[config.mk]
export PLATFORM = sky130hd
export DESIGN_NAME = usb_pid_collect
export DESIGN_NICKNAME = d
export VERILOG_FILES = /design/src/rtl/usb_pid_pkg.sv /design/src/rtl/usb_pid_collect.sv
export SDC_FILE = /design/constraint.sdc
export NUM_CORES = 1
export LEC_CHECK = 0
export BUFFER_PORTS_ARGS = -buffer_cell sky130_fd_sc_hd__buf_2
export CAP_MARGIN = 10
export CORE_ASPECT_RATIO = 0.7
export CORE_MARGIN = 1.5
export CORE_UTILIZATION = 55
export DETAILED_ROUTE_END_ITERATION = 16
export PLACE_DENSITY_LB_ADDON = 0.3
export SYNTH_ARGS = -nofsm -noshare
export SYNTH_HDL_FRONTEND = slang
export SYNTH_SLANG_ARGS = --single-unit
[constraint.sdc]
create_clock -name clk -period 2 [get_ports clk]
set_input_delay 0.2 -clock clk [delete_from_list [all_inputs] [get_ports clk]]
set_output_delay 0.2 -clock clk [all_outputs]
set_load 0.1 [all_outputs]
[src/rtl/usb_pid_pkg.sv]
`timescale 1ns/1ps
package usb_pid_pkg;

  typedef enum logic [1:0] {
    PK_NONE   = 2'd0,
    PK_TOKEN  = 2'd1,
    PK_DATA   = 2'd2,
    PK_HSHAKE = 2'd3
  } pkt_kind_e;

  localparam logic [7:0] SYNC_WORD = 8'b0000_0001;
  localparam int unsigned HDR_BITS = 16;

  // PID group lookup, patterns in arrival order (first bit = MSB)
  function automatic pkt_kind_e pid_group(input logic [7:0] p);
    case (p)
      8'b1000_0111, 8'b1001_0110,
      8'b1010_0101, 8'b1011_0100: pid_group = PK_TOKEN;
      8'b1100_0011, 8'b1101_0010: pid_group = PK_DATA;
      8'b0100_1011, 8'b0101_1010,
      8'b0111_1000, 8'b0110_1001: pid_group = PK_HSHAKE;
      default:                    pid_group = PK_NONE;
    endcase
  endfunction

  // Bits left once a CRC tail is removed, never below zero
  function automatic int unsigned strip_tail(input int unsigned total,
                                             input int unsigned tail);
    strip_tail = (total > tail) ? total - tail : 0;
  endfunction

endpackage

[src/rtl/usb_pid_collect.sv]
`timescale 1ns/1ps
module usb_pid_collect #(
  parameter int CNT_W = 11,
  parameter int WIN_W = 16
) (
  input  logic             clk,
  input  logic             rst_n,
  input  logic             bit_valid,
  input  logic             bit_in,
  input  logic             eop,
  output logic [7:0]       sync_q,
  output logic [7:0]       pid_q,
  output logic [WIN_W-1:0] win_q,
  output logic [CNT_W-1:0] bit_cnt
);
  import usb_pid_pkg::*;

  localparam logic [CNT_W-1:0] CNT_MAX  = {CNT_W{1'b1}};
  localparam logic [CNT_W-1:0] SYNC_END = CNT_W'(8);
  localparam logic [CNT_W-1:0] PID_END  = CNT_W'(HDR_BITS);

  logic take_bit;
  logic in_sync, in_pid;

  assign take_bit = bit_valid && !eop;
  assign in_sync  = bit_cnt < SYNC_END;
  assign in_pid   = !in_sync && (bit_cnt < PID_END);

  always_ff @(posedge clk) begin
    if (!rst_n || eop) begin
      sync_q  <= '0;
      pid_q   <= '0;
      win_q   <= '0;
      bit_cnt <= '0;
    end else if (take_bit) begin
      if (in_sync)     sync_q <= {sync_q[6:0], bit_in};
      else if (in_pid) pid_q  <= {pid_q[6:0], bit_in};
      else             win_q  <= {win_q[WIN_W-2:0], bit_in};
      if (bit_cnt != CNT_MAX) bit_cnt <= bit_cnt + 1'b1;
    end
  end

  // a bit arriving together with eop must not be counted
  a_r11_eop_drops_bit: assert property (@(posedge clk) disable iff (!rst_n)
    (eop && bit_valid) |=> (bit_cnt == '0));

endmodule

Yosys cells after proc, flatten, opt, wreduce, memory -nomap -nowiden
Cells that the tools add are included.
- reduce and logical (&&, ||, !) cells: 10
- $lt $le $gt $ge: 2
- equal/unequal tests: 1
- add/sub/neg operators: 1
- bitwise operators: 2
- operators by type and width (kind ; count):
    11-bit by 1-bit adder with 11-bit output, second input constant ; 1
    11-bit by 4-bit less-than comparator with 1-bit output, second input constant ; 1
    11-bit by 5-bit less-than comparator with 1-bit output, second input constant ; 1
    11-bit inequality test, second input constant ; 1
    3-bit AND reduction ; 2
    2-bit AND reduction ; 2
    1-bit zero test ; 3
    1-bit logical AND ; 2
    1-bit inverter ; 2
    1-bit logical OR ; 1
- input port bits: 5
- register bits: 43
- output and inout bits: 43

Depth between registers and ports, before layout
- depth after elaboration: 5
- mapped depth: 6
- depth with buffers taken out: 5

Least setup slack after synthesis
OpenSTA, ideal clock, no wires.
- path type: register -> register
- from: reg bit_cnt[6]
- to: reg bit_cnt[0]
- data required time: 1872 ps
- data arrival time: 2011 ps
- setup slack: -139 ps
- period minus slack after synthesis: 2139 ps
- buffers on the path: 0
- stages on the path, launching flop included: 5
- cells stage by stage: dfxtp_1 -> nand3_1 -> o31ai_2 -> xor2_1 -> nor2_1
- cells in the longest elaborated chain, start to end: 2
- ends and longest elaborated chain (what ; RTL line ; text):
    start: declaration ; usb_pid_collect.sv:14 ; output logic [CNT_W-1:0] bit_cnt
    start signal: assignment ; usb_pid_collect.sv:39 ; if (bit_cnt != CNT_MAX) bit_cnt <= bit_cnt + 1'b1;
    11-bit inequality test ; usb_pid_collect.sv:39 ;
    2-bit AND reduction (no source line) ; - ;
No other way between the ends.
A chain may end at the register's enable or synchronous reset.

Final worst setup path
- from: reg bit_cnt[9]
- to: reg pid_q[0]
- cells in the longest elaborated chain, start to end: 4
- elaborated cells on any way between the ends: 6
- classes of those cells: order compare: 2; bitwise: 1; reduce/logical: 3
- ends and longest elaborated chain (what ; RTL line ; text):
    11-bit by 4-bit less-than comparator with 1-bit output ; usb_pid_collect.sv:26 ; assign in_sync = bit_cnt < SYNC_END;
    1-bit zero test ; usb_pid_collect.sv:27 ; assign in_pid = !in_sync && (bit_cnt < PID_END);
    1-bit logical AND ; usb_pid_collect.sv:27 ;
    3-bit AND reduction (no source line) * ; - ;
    end signal: assignment ; usb_pid_collect.sv:37 ; else if (in_pid) pid_q <= {pid_q[6:0], bit_in};
    end: declaration ; usb_pid_collect.sv:12 ; output logic [7:0] pid_q,
Every way passes the cells marked *; elsewhere a longest branch is shown, timed or not.

==> flow_metrics.py <==
metrics = {
    "pwr": {
        "p_sw_uw": 332,
        "p_seq_frac": 0.545,
        "netSwitchingFraction": 0.211,
        "vdd.ir_drop.worst_mv": 0.465,
        "power_frac_comb": 0.034,
        "p_leak_uw": 0.000868,
        "power.density_cell_area_mw_per_mm2": 731,
        "share_clk_of_total_power": 0.421,
        "p_int_uw": 1240,
    },
    "sta": {
        "unrepaired_setup_endpoints_after_global_routing": "false",
        "final_hold_violation_count": 0,
        "worst_slew_margin_rel": 0.673,
        "finClkSkew_ps": 8.25,
        "finalMaxSlewViolations": 0,
        "least_margin_pin_slew_ps": 494,
        "final_min_period_over_clock_period": 0.748,
        "layout_min_cycle_time_ps": 1500,
        "finalSetupViolations": 0,
        "final.hold.worst_slack_ps": 153,
        "fin_tns_setup_ps": 0,
        "clock.fmax_ghz": 0.668,
    },
    "synthesis": {
        "syn_avg_cell_area_um2": 9.48,
        "post_synth_most_frequent_cells": "43 x sky130_fd_sc_hd__dfxtp_1, 22 x sky130_fd_sc_hd__nor2_1, 20 x sky130_fd_sc_hd__nand2_1, 18 x sky130_fd_sc_hd__nand3_1, 17 x sky130_fd_sc_hd__mux2i_1",
        "postSynthNetCount": 195,
        "synth_flop_cell": "sky130_fd_sc_hd__dfxtp_1",
        "postSynthCellCount": 189,
        "synth_area_mm2": 0.00179,
        "synth_warnings": 0,
        "synth_enable_flop_cells": 0,
        "synth_top_cell_area_share": 0.480,
        "ys_seq_area_frac": 0.480,
        "cell_taking_the_most_area_after_synthesis": "sky130_fd_sc_hd__dfxtp_1",
        "netlist-cell-type-count": 38,
        "asyncSetResetFlopFracSynth": 0,
        "synth.most_common_cell": "sky130_fd_sc_hd__dfxtp_1",
        "synth.ff_latch_count": 43,
        "ys_top_cells_by_area": "sky130_fd_sc_hd__dfxtp_1 48%, sky130_fd_sc_hd__mux2i_1 9.5%, sky130_fd_sc_hd__nand3_1 5.0%",
    },
    "setup_path": {
        "crit_family": "simple AND/OR/NAND/NOR gates",
        "setup.worst_path.start_class": "flip-flop",
        "regToRegSetupSlack_ps": 500,
        "timing.critical_path.cells": "nor4_4 -> nand4_2 -> nand3_1 -> o21ai_0",
        "critPathRequiredTime_ps": 2170,
        "slowest_delay_ps": 390,
        "worst_path_max_delay_cell": "sky130_fd_sc_hd__dfxtp_1",
        "critical_path_peak_fanout": 16,
        "rr_worst_depth": 4,
        "worst_ep_arrival_time_ps": 1670,
        "endpoint_of_the_lowest_slack_register_to_register_path": "pid_q[0]",
        "r2r_start": "bit_cnt[9]",
        "critical_path.endpoint_type": "flip-flop",
        "timing.critical_path.buf_inv": 0,
        "worstSetupPathType": "flip-flop to flip-flop",
    },
    "cts": {
        "cts.hold.buffers_added": 0,
        "cts_setup_buffers": 0,
        "cts.reportedPaths.clkPinSlew_ps": 80,
        "h_tree_depth": 2,
        "cts-buffers-inserted": 5,
        "cts_root_buf": "sky130_fd_sc_hd__clkbuf_8",
        "cts.repair.resized": 0,
        "clkSinkCount": 43,
        "ctsLongestPathBuffers": 2,
        "tritoncts": "done",
        "insertion_delay_ps": 300,
    },
    "finish": {
        "nNetsFinal": 241,
        "final_layout_size_suffix_gt1_frac": 0.347,
        "areaGrowthSynthToFinish_pct": 20.1,
        "number_of_antenna_repair_diodes": 0,
    },
    "place": {
        "io_buffers": 47,
        "global_placer_s_final_weighted_congestion": 0.765,
        "dp.final_hpwl_um": 2260,
    },
    "drt": {
        "postRouteWirelength_um": 3270,
        "detail_route.vias_per_cell": 5.24,
        "drt_drc": 0,
        "antenna_violating_nets_post_route": 0,
        "drtPass1Iterations": 6,
        "num_vias": 1435,
        "wl_per_cell_um": 11.9,
        "detailedRoute.firstIterationViolations": 129,
    },
    "min_path": {
        "worstHoldEndpoint": "sync_q[0]",
        "hold_sp": "bit_in",
        "hold_path_depth": 3,
        "min-delay-path-class": "input port to flip-flop",
    },
    "run_status": {
        "status": "completed",
    },
    "floorplan": {
        "dieArea_mm2": 0.00361,
        "floorplan.initialDensity": 0.573,
        "die_width_um": 71.2,
        "top_level_ports": 48,
        "floorplan.rows": 17,
        "die_h_um": 50.8,
        "core_region_area_mm2": 0.00313,
    },
    "grt": {
        "pin_count_of_the_biggest_net_entering_global_routing": 33,
        "overall_overflow_remaining_after_global_route": 0,
        "globalRouteTotalUtil": 0.193,
        "grt_pass1_wl_um": 5480,
        "vias_in_the_first_global_route": 1195,
        "antenna_found_initial": 0,
    },
    "flow_run": {
        "cap_violations": 0,
    },
}
[cell families after synthesis]
| kind of cell | Yosys count | share of synthesized area |
|---|---|---|
| AND/OR/NAND/NOR | 78 | 0.231 |
| flip-flops | 43 | 0.480 |
| adder cells (fa/ha/maj) | 1 | 0.00698 |
| buffers and inverters | 13 | 0.0461 |
| AO/OA/AOI/OAI | 33 | 0.121 |
| multiplexers | 17 | 0.0950 |
| XOR/XNOR | 4 | 0.0196 |
[worst reg2reg max path: cells and delay by family, from the launching register on]
kind,cells,cell delay [ps]
DFF,1,390
AOI/OAI and AO/OA,1,90
and+or+nand+nor,3,910
[metrics by stage]
stage                     worst slack [ps]  total power, uW  cell area [um2]  cells  utilization
final                                  504             1570             2150    274        0.688
after global placement                 566              932             2040    266        0.652
after global routing                   380             1630             2150    274        0.688
after floorplan                       9.47              922             1800    189            -
after CTS                              519             1590             2150    274        0.688
after detailed placement               519              932             2040    266        0.652
[area by class of cell]
cell class | count | area (um2)
Tap cell | 38 | 47.5
Multi-Input combinational cell | 133 | 851
Inverter | 1 | 3.75
Timing Repair Buffer | 51 | 265
Clock buffer | 5 | 68.8
Clock inverter | 3 | 43.8
Sequential cell | 43 | 872
Fill cell | 241 | 975
[power by group through the flow]
stage                     Sequential (uW)  Combinational, uW  Clock (uW)
after global routing                  858               59.0         718
after floorplan                       888               33.8           0
after global placement                878               53.8           0
after detailed placement              878               53.7           0
after CTS                             858               53.8         678
final                                 858               53.9         662
[how the worst max path moves through the flow]
stage | to | slack, ps | from | cells after the start
final | pid_q[0] | 500 | bit_cnt[9] | 4
after global routing | pid_q[0] | 380 | bit_cnt[9] | 4
after CTS | pid_q[0] | 520 | bit_cnt[9] | 4
after detailed placement | pid_q[6] | 520 | bit_cnt[9] | 4
after global placement | pid_q[0] | 570 | bit_cnt[9] | 4
after floorplan | bit_cnt[0] | 9 | bit_cnt[9] | 4
[state kept, by name, indices dropped and copies added, names as in the netlist]
| name | cells |
|---|---|
| bit_cnt | 11 |
| pid_q | 8 |
| sync_q | 8 |
| win_q | 16 |
[layout by cell type, fill, tap and decap left out, drive strengths merged, types with 3 or more instances in the layout]
master / n
mux2i: 17
nand4: 3
a21oi: 4
nand2: 20
o31ai: 3
o21ai: 20
xor2: 3
clkbuf: 5
dfxtp: 43
or3: 3
buf: 51
nor2: 22
nand3: 20
[routing by layer]
| metal | track usage | share of wire |
|---|---|---|
| met1 | 0.280 | 0.52 |
| met2 | 0.259 | 0.41 |
| met3 | 0.0843 | 0.071 |
| met4 | 0.0472 | 0 |
| met5 | 0 | 0 |
No activity file was read; power rests on OpenSTA's default activity.
